===== config.mk =====
export PLATFORM = sky130hd
export DESIGN_NAME = nand_badblk_ctrl
export DESIGN_NICKNAME = d
export VERILOG_FILES = /design/src/rtl/bbm_pkg.sv /design/src/rtl/bbm_row_calc.sv /design/src/rtl/bbm_ctrl.sv /design/src/rtl/bbm_result.sv /design/src/rtl/nand_badblk_ctrl.sv
export SDC_FILE = /design/constraint.sdc
export NUM_CORES = 1
export LEC_CHECK = 0
export CORE_ASPECT_RATIO = 1.75
export CORE_UTILIZATION = 55
export DETAILED_ROUTE_END_ITERATION = 10
export DONT_BUFFER_PORTS = 1
export HOLD_SLACK_MARGIN = 0.03
export PLACE_DENSITY_LB_ADDON = 0.12
export SLEW_MARGIN = 20
export SYNTH_ARGS = -nofsm -noshare
export SYNTH_HDL_FRONTEND = slang
export SYNTH_HIERARCHICAL = 1
export SYNTH_SLANG_ARGS = --single-unit

===== constraint.sdc =====
create_clock -name clk_i -period 2 [get_ports clk_i]
set_input_delay 0.6 -clock clk_i [delete_from_list [all_inputs] [get_ports clk_i]]
set_output_delay 0.6 -clock clk_i [all_outputs]
set_load 0.02 [all_outputs]

===== src/rtl/bbm_pkg.sv =====
package bbm_pkg;
  localparam int OP_W = 3;
  localparam logic [OP_W-1:0] OP_LOAD  = 3'd0;
  localparam logic [OP_W-1:0] OP_READ  = 3'd1;
  localparam logic [OP_W-1:0] OP_ERASE = 3'd2;
  localparam logic [OP_W-1:0] OP_PLOAD = 3'd3;
  localparam logic [OP_W-1:0] OP_PEXEC = 3'd4;

  typedef enum logic [2:0] {
    ST_IDLE,
    ST_LOAD,
    ST_READ,
    ST_ERASE,
    ST_PLOAD,
    ST_PEXEC
  } state_e;
endpackage


===== src/rtl/bbm_row_calc.sv =====
module bbm_row_calc #(
  parameter int ROW_W         = 24,
  parameter int PAGES_PER_BLK = 64
) (
  input  logic [ROW_W-1:0] row_i,
  output logic [ROW_W-1:0] first_o,
  output logic [ROW_W-1:0] next_o,
  output logic             is_first_o
);
  localparam int PG_W = $clog2(PAGES_PER_BLK);

  // power-of-two block size: modulo reduces to the low page bits
  generate
    if (PG_W == 0) begin : g_one_page
      assign first_o    = row_i;
      assign is_first_o = 1'b1;
    end else begin : g_multi_page
      assign first_o    = {row_i[ROW_W-1:PG_W], {PG_W{1'b0}}};
      assign is_first_o = (row_i[PG_W-1:0] == '0);
    end
  endgenerate

  assign next_o = row_i + ROW_W'(1);
endmodule


===== src/rtl/bbm_ctrl.sv =====
module bbm_ctrl
  import bbm_pkg::*;
#(
  parameter int          ROW_W         = 24,
  parameter int          COL_W         = 12,
  parameter int          ERR_W         = 4,
  parameter int          PAGES_PER_BLK = 64,
  parameter int          DATA_BYTES    = 2048,
  parameter logic [7:0]  MARK_VAL      = 8'hF0,
  parameter logic [7:0]  ERASED_VAL    = 8'hFF
) (
  input  logic             clk_i,
  input  logic             rst_ni,
  input  logic             chk_req_i,
  input  logic             mark_req_i,
  input  logic [ROW_W-1:0] row_i,
  output logic             busy_o,
  output logic             cmd_req_o,
  output logic [OP_W-1:0]  cmd_op_o,
  output logic [ROW_W-1:0] cmd_row_o,
  output logic [COL_W-1:0] cmd_col_o,
  output logic [7:0]       cmd_data_o,
  input  logic             rsp_done_i,
  input  logic [ERR_W-1:0] rsp_err_i,
  input  logic [7:0]       rsp_data_i,
  output logic             start_o,
  output logic             fin_o,
  output logic             fin_bad_o,
  output logic [ERR_W-1:0] fin_err_o
);
  state_e           state_q, state_d;
  logic [ROW_W-1:0] row_q, row_d;
  logic             second_q, second_d;
  logic [ROW_W-1:0] blk_first, row_next;
  logic             row_is_first;
  logic             rsp_fail;

  bbm_row_calc #(
    .ROW_W        (ROW_W),
    .PAGES_PER_BLK(PAGES_PER_BLK)
  ) u_row_calc (
    .row_i     (row_q),
    .first_o   (blk_first),
    .next_o    (row_next),
    .is_first_o(row_is_first)
  );

  assign rsp_fail = rsp_done_i && (rsp_err_i != '0);
  assign busy_o   = (state_q != ST_IDLE);

  always_comb begin
    state_d    = state_q;
    row_d      = row_q;
    second_d   = second_q;
    start_o    = 1'b0;
    fin_o      = 1'b0;
    fin_bad_o  = 1'b0;
    fin_err_o  = '0;
    cmd_req_o  = (state_q != ST_IDLE);
    cmd_op_o   = OP_LOAD;
    cmd_row_o  = row_q;
    cmd_col_o  = COL_W'(DATA_BYTES);
    cmd_data_o = MARK_VAL;
    unique case (state_q)
      ST_IDLE: begin
        // simultaneous check and mark: neither taken
        if (chk_req_i ^ mark_req_i) begin
          start_o  = 1'b1;
          row_d    = row_i;
          second_d = 1'b0;
          state_d  = chk_req_i ? ST_LOAD : ST_ERASE;
        end
      end
      ST_LOAD: begin
        cmd_op_o = OP_LOAD;
        if (rsp_done_i) state_d = ST_READ;
      end
      ST_READ: begin
        cmd_op_o = OP_READ;
        if (rsp_done_i) begin
          if (rsp_data_i != ERASED_VAL) begin
            fin_o     = 1'b1;
            fin_bad_o = 1'b1;
            state_d   = ST_IDLE;
          end else if (!second_q && row_is_first) begin
            row_d    = row_next;
            second_d = 1'b1;
            state_d  = ST_LOAD;
          end else begin
            fin_o   = 1'b1;
            state_d = ST_IDLE;
          end
        end
      end
      ST_ERASE: begin
        cmd_op_o  = OP_ERASE;
        cmd_row_o = blk_first;
        if (rsp_done_i) state_d = ST_PLOAD;
      end
      ST_PLOAD: begin
        cmd_op_o  = OP_PLOAD;
        cmd_row_o = blk_first;
        if (rsp_done_i) state_d = ST_PEXEC;
      end
      ST_PEXEC: begin
        cmd_op_o  = OP_PEXEC;
        cmd_row_o = blk_first;
        if (rsp_done_i) begin
          fin_o     = 1'b1;
          fin_bad_o = 1'b1;
          state_d   = ST_IDLE;
        end
      end
      default: state_d = ST_IDLE;
    endcase
    // any sub-sequencer error aborts with its code
    if (cmd_req_o && rsp_fail) begin
      fin_o     = 1'b1;
      fin_bad_o = 1'b0;
      fin_err_o = rsp_err_i;
      row_d     = row_q;
      second_d  = second_q;
      state_d   = ST_IDLE;
    end
  end

  always_ff @(posedge clk_i or negedge rst_ni) begin
    if (!rst_ni) begin
      state_q  <= ST_IDLE;
      row_q    <= '0;
      second_q <= 1'b0;
    end else begin
      state_q  <= state_d;
      row_q    <= row_d;
      second_q <= second_d;
    end
  end

  assert_cmd_hold_R9: assert property (@(posedge clk_i) disable iff (!rst_ni)
    (cmd_req_o && !rsp_done_i) |=> (cmd_req_o && $stable(cmd_op_o) && $stable(cmd_row_o)
                                    && $stable(cmd_col_o) && $stable(cmd_data_o)));

  assert_pexec_first_R5: assert property (@(posedge clk_i) disable iff (!rst_ni)
    (cmd_req_o && cmd_op_o == OP_PEXEC) |-> ((cmd_row_o & ROW_W'(PAGES_PER_BLK - 1)) == '0));
endmodule


===== src/rtl/bbm_result.sv =====
module bbm_result #(
  parameter int ERR_W = 4
) (
  input  logic             clk_i,
  input  logic             rst_ni,
  input  logic             start_i,
  input  logic             fin_i,
  input  logic             fin_bad_i,
  input  logic [ERR_W-1:0] fin_err_i,
  output logic             done_o,
  output logic             bad_o,
  output logic [ERR_W-1:0] err_o
);
  always_ff @(posedge clk_i or negedge rst_ni) begin
    if (!rst_ni) begin
      done_o <= 1'b0;
      bad_o  <= 1'b0;
      err_o  <= '0;
    end else begin
      done_o <= fin_i;
      if (fin_i) begin
        bad_o <= fin_bad_i;
        err_o <= fin_err_i;
      end else if (start_i) begin
        bad_o <= 1'b0;
        err_o <= '0;
      end
    end
  end

  assert_done_pulse_R10: assert property (@(posedge clk_i) disable iff (!rst_ni)
    done_o |=> !done_o);
endmodule


===== src/rtl/nand_badblk_ctrl.sv =====
module nand_badblk_ctrl
  import bbm_pkg::*;
#(
  parameter int         ROW_W         = 24,
  parameter int         ERR_W         = 4,
  parameter int         PAGES_PER_BLK = 64,
  parameter int         DATA_BYTES    = 2048,
  parameter logic [7:0] MARK_VAL      = 8'hF0,
  parameter logic [7:0] ERASED_VAL    = 8'hFF,
  localparam int        COL_W         = $clog2(DATA_BYTES) + 1
) (
  input  logic             clk_i,
  input  logic             rst_ni,
  input  logic             chk_req_i,
  input  logic             mark_req_i,
  input  logic [ROW_W-1:0] row_i,
  output logic             busy_o,
  output logic             done_o,
  output logic             bad_o,
  output logic [ERR_W-1:0] err_o,
  output logic             cmd_req_o,
  output logic [2:0]       cmd_op_o,
  output logic [ROW_W-1:0] cmd_row_o,
  output logic [COL_W-1:0] cmd_col_o,
  output logic [7:0]       cmd_data_o,
  input  logic             rsp_done_i,
  input  logic [ERR_W-1:0] rsp_err_i,
  input  logic [7:0]       rsp_data_i
);
  logic             start;
  logic             fin;
  logic             fin_bad;
  logic [ERR_W-1:0] fin_err;

  bbm_ctrl #(
    .ROW_W        (ROW_W),
    .COL_W        (COL_W),
    .ERR_W        (ERR_W),
    .PAGES_PER_BLK(PAGES_PER_BLK),
    .DATA_BYTES   (DATA_BYTES),
    .MARK_VAL     (MARK_VAL),
    .ERASED_VAL   (ERASED_VAL)
  ) u_ctrl (
    .clk_i     (clk_i),
    .rst_ni    (rst_ni),
    .chk_req_i (chk_req_i),
    .mark_req_i(mark_req_i),
    .row_i     (row_i),
    .busy_o    (busy_o),
    .cmd_req_o (cmd_req_o),
    .cmd_op_o  (cmd_op_o),
    .cmd_row_o (cmd_row_o),
    .cmd_col_o (cmd_col_o),
    .cmd_data_o(cmd_data_o),
    .rsp_done_i(rsp_done_i),
    .rsp_err_i (rsp_err_i),
    .rsp_data_i(rsp_data_i),
    .start_o   (start),
    .fin_o     (fin),
    .fin_bad_o (fin_bad),
    .fin_err_o (fin_err)
  );

  bbm_result #(
    .ERR_W(ERR_W)
  ) u_result (
    .clk_i    (clk_i),
    .rst_ni   (rst_ni),
    .start_i  (start),
    .fin_i    (fin),
    .fin_bad_i(fin_bad),
    .fin_err_i(fin_err),
    .done_o   (done_o),
    .bad_o    (bad_o),
    .err_o    (err_o)
  );

  assert_erase_abort_R6: assert property (@(posedge clk_i) disable iff (!rst_ni)
    (cmd_req_o && cmd_op_o == OP_ERASE && rsp_done_i && rsp_err_i != '0)
      |=> (done_o && !cmd_req_o && err_o == $past(rsp_err_i)));

  assert_bad_clean_R7: assert property (@(posedge clk_i) disable iff (!rst_ni)
    (done_o && bad_o) |-> (err_o == '0));

  assert_dual_req_R8: assert property (@(posedge clk_i) disable iff (!rst_ni)
    (!busy_o && chk_req_i && mark_req_i) |=> !busy_o);

  assert_accept_R8: assert property (@(posedge clk_i) disable iff (!rst_ni)
    (!busy_o && chk_req_i && !mark_req_i) |=> (cmd_req_o && cmd_op_o == OP_LOAD));
endmodule


Yosys cells after proc, flatten, opt, wreduce, memory -nomap -nowiden --
Cells that the tools add are included.
Operators by class: muxes and demuxes 40, reduce and logical (&&, ||, !) cells 13, bitwise operators 2, eq/ne operators 16, add/sub/neg operators 1
Operator list (number):
- 24-bit 2-to-1 mux | 4
- 24-bit one-hot mux with 2 select lines | 1
- 24-bit by 1-bit adder with 24-bit output (second input constant) | 1
- 3-bit 2-to-1 mux | 8
- 3-bit one-hot mux with 6 select lines | 1
- 1-bit 2-to-1 mux | 17
- 3-bit by 2-bit inequality test with 1-bit output (second input constant) | 5
- 4-bit 2-to-1 mux | 3
- 3-bit one-hot mux with 4 select lines | 1
- 6-bit AND reduction | 2
- 8-bit inequality test (second input constant) | 1
- 3-bit by 2-bit equality test with 1-bit output (second input constant) | 2
- 3-bit equality test (second input constant) | 2
- 6-bit zero test | 1
- 6-bit 2-to-1 mux | 1
- 1-bit one-hot mux with 2 select lines | 3
- 2-bit by 1-bit inequality test with 1-bit output (second input constant) | 2
- 2-bit inequality test (second input constant) | 2
- 2-bit nonzero test | 2
- 4-bit nonzero test | 1
- 3-bit by 1-bit equality test with 1-bit output (second input constant) | 1
- 1-bit logical AND | 3
- 3-bit zero test | 1
- 3-bit by 1-bit inequality test with 1-bit output (second input constant) | 1
- other kinds (6) | 6
Word-level totals: logic and storage cells 78, output and inout bits 55, flip-flop bits (word level) 34, input port bits 41

Depth between registers and ports, before layout --
Gate-level depths: netlist of the first run.
depth in word-level cells 8, mapped depth 10, depth with buffers taken out 8

Modules after synthesis --
The synthesis of the first run kept the hierarchy.
Modules (own cells, without submodules):
- bbm_ctrl | area each 2383.5 um^2, sequential area each 700.7 um^2, cells an instance 272, instances 1
- bbm_row_calc | area each 633.1 um^2, sequential area each 0.0 um^2, cells an instance 90, instances 1
- bbm_result | area each 200.2 um^2, sequential area each 150.1 um^2, cells an instance 12, instances 1

Worst setup path before layout of the first run --
No wires, ideal clock.
kind reg2out, from register u_ctrl/state_q[2] (netlist name), to output cmd_row_o[10], data required time 1.400 ns, stages on the path, launching flop included 7, path slack -0.430 ns, path buffers 2, arrival 1.830 ns, path through dfrtp_1 buf_2 nand2b_1 o21ai_0 nor2_2 buf_4 mux2_2
RTL lines:
- to (decl) | RTL line nand_badblk_ctrl.sv:23 | output logic [ROW_W-1:0] cmd_row_o,

==> flow_metrics.env, run 1 <==
export IMPL_status="finished with violations"
export IMPL_violations="negative setup slack"
export IMPL_arrival_ns=1.70
export IMPL_first_pass_iters=4
export IMPL_grt_max_degree=35
export IMPL_peakVddDrop_v=0.0007887
export IMPL_synthCells=374
export IMPL_core_rowCount=36
export IMPL_cts_tree="built"
export IMPL_drc=0
export IMPL_clock_skew_ns=0.006637
export IMPL_overflow=0
export IMPL_grt_total_usage_pct=25.85
export IMPL_dp_hpwl_mm=5.481
export IMPL_slew_violations=0
export IMPL_die_area_um2=6171
export IMPL_crit_buf_inv=1
export IMPL_hold_violations=0
export IMPL_p_per_area_nw_per_um2=1445
export IMPL_drtIter0Drc=65
export IMPL_power_internal_mw=2.883
export IMPL_cts_root_buffer="clkbuf_8"
export IMPL_combPwrFrac_pct=65.4
export IMPL_syn_area_um2=3217
export IMPL_die_x_um=59.81
export IMPL_p_leak_nw=1.580
export IMPL_synth_commonest_cells="69 x nor3_1, 49 x buf_4, 34 x dfrtp_1"
export IMPL_synthTopCellsByArea="dfrtp_1 26%, buf_4 11%, nor3_1 11%"
export IMPL_area_delta_synth_final_pct=18.32
export IMPL_synth_top_cell_area_share_pct=26.45
export IMPL_antenna_cells=0
export IMPL_via_per_inst=5.789
export IMPL_clk_insertion_delay_late_ns=0.28
export IMPL_ys_seq_area_share_pct=26.45
export IMPL_cts_sinks=34
export IMPL_cts_inserted_buffers=5
export IMPL_layout_setup_ws_ns=-0.3000
export IMPL_grt_setup_unrepaired="yes"
export IMPL_die_height_um=103.2
export IMPL_synth_edf_count=0
export IMPL_timing_final_crit_share_pct=115.0
export IMPL_core_area_um2=5585
export IMPL_drive_above_1_share_pct=39.59
export IMPL_path_clk_slew_ns=0.08
export IMPL_fin_util_pct=68.15
export IMPL_ant_nets=0
export IMPL_postSynthAreaPerCell_um2=8.601
export IMPL_yosysMostFrequentCell="nor3_1"
export IMPL_critPathKind="register to primary output"
export IMPL_yosysWarnings=6
export IMPL_synth_async_sr_flop_share_pct=100.0
export IMPL_htree_levels=2
export IMPL_via_count=2721
export IMPL_final_setup_viol_count=28
export IMPL_p_sw_mw=2.619
export IMPL_crit_family="flip-flops"
export IMPL_synthFlopType="dfrtp_1"
export IMPL_worstPathRequired_ns=1.40
export IMPL_power_frac_clock_pct=9.2
export IMPL_num_io_pins=96
export IMPL_synth_largest_area_cell="dfrtp_1"
export IMPL_wl_mm=7.804
export IMPL_grt_pass1_vias=2644
export IMPL_port_buffers=0
export IMPL_crit_path_start_kind="register"
export IMPL_yosys_cell_types_count=43
export IMPL_clock_path_buffers=2
export IMPL_maxCapViolCount=0
export IMPL_clock_fmax_mhz=434.8
export IMPL_endpoint_kind="primary output"
export IMPL_initial_core_util_pct=57.59
export IMPL_wl_per_cell_um=16.60
export IMPL_hp_class="input pin to asynchronous set/reset pin"
export IMPL_fin_crit_ns=2.300
export IMPL_place_congestion=0.8376
export IMPL_slowest_stage="dfrtp_2"
export IMPL_slowest_delay_ns=0.44
export IMPL_fin_setup_tns_ns=-7.037
export IMPL_hold_ws_ns=0.1278
export IMPL_swShare_pct=47.61
export IMPL_critPathMaxFanout=12
export IMPL_nets=436
export IMPL_path_cells="nand3b_1 -> o21ai_4 -> nor2_4 -> buf_12 -> mux2_4"
export IMPL_ys_seq_elements=34
export IMPL_pwr_share_seq_pct=25.4
export IMPL_grt_antenna_before_repair=0
export IMPL_grt_first_pass_wirelength_mm=12.08
export IMPL_total_power_mw=5.502
-- final timing paths --
| path | start | endpoint | slack, ns | cells past startpoint |
|---|---|---|---|---|
| worst min-delay path | rst_ni | u_ctrl/row_q[5] | 0.13 | 1 |
| worst min register to register | u_ctrl/second_q | u_ctrl/second_q | 0.59 | 2 |
| worst max register to register | u_ctrl/state_q[0] | u_ctrl/row_q[3] | -0.03 | 8 |
| worst max-delay path | u_ctrl/state_q[1] | cmd_row_o[18] | -0.30 | 5 |
| min in group clk_i | row_i[22] | u_ctrl/row_q[22] | 0.48 | 2 |
| max in group asynchronous | rst_ni | u_ctrl/state_q[0] | 1.64 | 1 |
-- timing repair --
action / 4_1_cts / 5_1_grt
hold buffers: 1 / 0
endpoints found under the hold margin: 34 / 0
buffers inserted: 4 / 9
endpoints found under the setup margin: 37 / 51
pin swaps: 1 / 9
cloned: 0 / 1
gates resized for setup: 8 / 35
-- power by group through the flow --
| stage | Combinational [mW] | Sequential [mW] | Clock, mW |
|---|---|---|---|
| after floorplan | 2.82 | 1.45 | 0 |
| final | 3.60 | 1.40 | 0.505 |
| after detailed placement | 3.35 | 1.40 | 0 |
| after global routing | 3.88 | 1.46 | 0.540 |
| after CTS | 3.47 | 1.39 | 0.514 |
| after global placement | 3.29 | 1.39 | 0 |
-- stage by stage --
step           worst slack (ns)  area [um2]  std cells
6_report                -0.3000        3806        470
3_5_place_dp           -0.01583        3408        449
5_1_grt                 -0.3728        3806        470
2_1_floorplan          -0.06555        3446        397
4_1_cts                 -0.3092        3571        462
3_3_place_gp            0.01142        3408        449
-- flip-flops by register name, indices dropped and copies added, names as in the netlist --
name / flops
u_result/err_o: 4
u_ctrl/state_q: 3
u_result/done_o: 1
u_result/bad_o: 1
u_ctrl/second_q: 1
u_ctrl/row_q: 24
-- cells in the final DEF (no fill, tap or decap), types with 3 or more instances in the layout --
| cell type | count |
|---|---|
| nor2_1 | 32 |
| and2_1 | 3 |
| buf_12 | 5 |
| mux2_4 | 20 |
| buf_6 | 5 |
| nor4_2 | 20 |
| buf_4 | 45 |
| clkbuf_8 | 5 |
| nand3_1 | 7 |
| xor2_1 | 5 |
| and3_1 | 5 |
| mux2_2 | 4 |
| dfrtp_1 | 31 |
| conb_1 | 26 |
| a21oi_1 | 3 |
| inv_1 | 5 |
| nand2_1 | 8 |
| nor3_4 | 4 |
| nor3_2 | 19 |
| dfrtp_2 | 3 |
| nor3_1 | 53 |
| nand4_1 | 12 |
| clkinv_2 | 3 |
| o21ai_0 | 5 |
| nor4_1 | 6 |
| a22o_1 | 5 |
| xnor2_1 | 19 |
-- layout make-up --
| class | count | area (um2) |
|---|---|---|
| inverter | 7 | 30.03 |
| timing repair buffer | 58 | 549.3 |
| multi-input combinational | 287 | 2195 |
| tap | 76 | 95.09 |
| sequential | 34 | 854.6 |
| clock buffer | 6 | 72.57 |
| fill | 477 | 1779 |
| clock inverter | 2 | 10.01 |
-- cell families (layout without fill, tap and decap cells) --
group	after synthesis	count (layout)	share of synthesized area [%]
buffers and inverters	76	73	16.10
XOR/XNOR	24	24	6.534
other	3	26	0.3500
AND/OR/NAND/NOR	191	191	37.34
flip-flops	34	34	26.45
multiplexers	24	24	8.401
adder cells (fa/ha/maj)	2	2	0.7778
AO/OA/AOI/OAI	20	20	4.046
-- per-layer routing --
layer | up-vias | part of all wire (%) | GRT usage, %
li1 | 1307 | - | -
met1 | 1318 | 38 | 27.88
met2 | 90 | 56 | 48.63
met3 | 6 | 4.6 | 3.607
met4 | 0 | 1.1 | 10.73
met5 | - | 0 | 0
(Power assumes the default switching activity.)
==> run 2, diff against run 1 <==
--- a/config.mk
+++ b/config.mk
@@ -7,6 +7,7 @@
 export LEC_CHECK = 0
 export CORE_ASPECT_RATIO = 1.75
 export CORE_UTILIZATION = 55
+export CTS_BUF_LIST = sky130_fd_sc_hd__clkbuf_4 sky130_fd_sc_hd__clkbuf_8
 export DETAILED_ROUTE_END_ITERATION = 10
 export DONT_BUFFER_PORTS = 1
 export HOLD_SLACK_MARGIN = 0.03
==> flow_metrics.env, run 2 (synthesized netlist as in run 1, its figures left out) <==
export IMPL_status="finished with violations"
export IMPL_violations="negative setup slack"
export IMPL_grt_setup_unrepaired="yes"
export IMPL_slew_violations=0
export IMPL_die_area_um2=6171
export IMPL_layout_commonest_cell="nor3_1"
export IMPL_top_register="u_ctrl/row_q"
export IMPL_core_rowCount=36
export IMPL_p_per_area_nw_per_um2=1447
export IMPL_stdcell_count=470
export IMPL_clk_insertion_delay_late_ns=0.28
export IMPL_overflow=0
export IMPL_drive_above_1_share_pct=39.85
export IMPL_path_clk_slew_ns=0.07
export IMPL_fin_crit_ns=2.290
export IMPL_via_per_inst=5.821
export IMPL_initial_core_util_pct=57.59
export IMPL_hp_class="input pin to asynchronous set/reset pin"
export IMPL_port_buffers=0
export IMPL_p_sw_mw=2.615
export IMPL_hold_violations=0
export IMPL_endpoint_kind="primary output"
export IMPL_first_pass_iters=5
export IMPL_mostFrequentLayoutCells="53 x nor3_1, 45 x buf_4, 32 x nor2_1"
export IMPL_ant_nets=0
export IMPL_power_frac_clock_pct=9.3
export IMPL_grt_max_degree=35
export IMPL_final_setup_viol_count=28
export IMPL_area_delta_synth_final_pct=18.44
export IMPL_critPathKind="register to primary output"
export IMPL_reg_largest_list="u_ctrl/row_q (24), u_result/err_o (4), u_ctrl/state_q (3)"
export IMPL_cts_sinks=34
export IMPL_pwr_share_seq_pct=25.4
export IMPL_cts_inserted_buffers=5
export IMPL_num_io_pins=96
export IMPL_wl_per_cell_um=16.60
export IMPL_timing_final_crit_share_pct=114.5
export IMPL_grt_pass1_vias=2644
export IMPL_peakVddDrop_v=0.0007697
export IMPL_die_x_um=59.81
export IMPL_largest_reg_flops=24
export IMPL_grt_first_pass_wirelength_mm=12.08
export IMPL_clock_path_buffers=2
export IMPL_dp_cells=449
export IMPL_cts_root_buffer="clkbuf_8"
export IMPL_placed_area_um2=3408
export IMPL_antenna_cells=0
export IMPL_drtIter0Drc=72
export IMPL_power_internal_mw=2.896
export IMPL_place_congestion=0.8376
export IMPL_final_area_um2=3810
export IMPL_dp_hpwl_mm=5.481
export IMPL_drc=0
export IMPL_maxCapViolCount=0
export IMPL_p_leak_nw=1.583
export IMPL_via_count=2736
export IMPL_clock_fmax_mhz=436.6
export IMPL_htree_levels=2
export IMPL_arrival_ns=1.69
export IMPL_wl_mm=7.801
export IMPL_clock_skew_ns=0.004380
export IMPL_core_area_um2=5585
export IMPL_nets=436
export IMPL_swShare_pct=47.45
export IMPL_grt_antenna_before_repair=0
export IMPL_die_height_um=103.2
export IMPL_combPwrFrac_pct=65.3
export IMPL_crit_path_start_kind="register"
export IMPL_cts_tree="built"
export IMPL_grt_total_usage_pct=25.85
export IMPL_worstPathRequired_ns=1.40
export IMPL_critPathMaxFanout=12
export IMPL_layout_setup_ws_ns=-0.2903
[run 2: cell types whose count changed in the layout (fill, tap and decap cells not counted)]
| cell | change |
|---|---|
| clkbuf_1 | -1 |
| clkbuf_4 | +1 |
[run 2: worst paths after layout]
path	endpoint	startpoint	slack [ns]	depth (start not counted)
worst min-delay path	u_ctrl/row_q[5]	rst_ni	0.13	1
min in group clk_i	u_ctrl/row_q[22]	row_i[22]	0.49	2
worst max-delay path	cmd_row_o[17]	u_ctrl/state_q[2]	-0.29	6
worst min register to register	u_ctrl/second_q	u_ctrl/second_q	0.58	2
max in group asynchronous	u_ctrl/state_q[0]	rst_ni	1.64	1
worst max register to register	u_ctrl/row_q[3]	u_ctrl/state_q[0]	-0.04	8
[run 2: cell type report]
| class | instances | area, um2 |
|---|---|---|
| Timing Repair Buffer | 58 | 549.3 |
| Sequential cell | 34 | 854.6 |
| Inverter | 7 | 30.03 |
| Clock buffer | 6 | 76.32 |
| Fill cell | 473 | 1775 |
| Multi-Input combinational cell | 287 | 2195 |
| Tap cell | 76 | 95.09 |
| Clock inverter | 2 | 10.01 |
[run 2: repair_timing]
action,4_1_cts,5_1_grt
pin swaps,1,9
hold buffers,1,0
buffers inserted,4,9
setup endpoints to repair,37,51
gates resized for setup,8,35
gates cloned,0,1
hold endpoints to repair,34,0
[run 2: critical path, cell delays in order, from the launching register on]
cell and delay (ns):
dfrtp_1 0.41, nor2b_4 0.15, nand2_2 0.08, inv_4 0.04, nor2_4 0.18, buf_12 0.18, mux2_4 0.35
[run 2: per-layer routing]
metal	GRT usage, %	wire (um)	vias to the layer above
met3	3.607	353	8
met2	48.63	4332	92
met1	27.88	3016	1331
li1	-	-	1305
met5	0	0	-
met4	10.73	98	0
[run 2: power by group through the flow]
stage / registers [mW] / logic, mW / clock network [mW]
after global placement: 1.39 / 3.29 / 0
final: 1.40 / 3.60 / 0.513
after detailed placement: 1.40 / 3.35 / 0
after global routing: 1.46 / 3.88 / 0.550
after floorplan: 1.45 / 2.82 / 0
after CTS: 1.39 / 3.47 / 0.527
[run 2: metrics by stage]
stage	utilization [%]	setup slack, ns	setup TNS (ns)	power [mW]	hold WS, ns
3_3_place_gp	61.02	0.01142	0	4.684	0.3055
4_1_cts	64.00	-0.3092	-7.182	5.391	0.1424
2_1_floorplan	-	-0.06555	-1.139	4.270	0.3044
5_1_grt	68.21	-0.3728	-9.611	5.890	0.1264
3_5_place_dp	61.02	-0.01583	-0.07042	4.747	0.3056
6_report	68.21	-0.2903	-6.870	5.512	0.1313
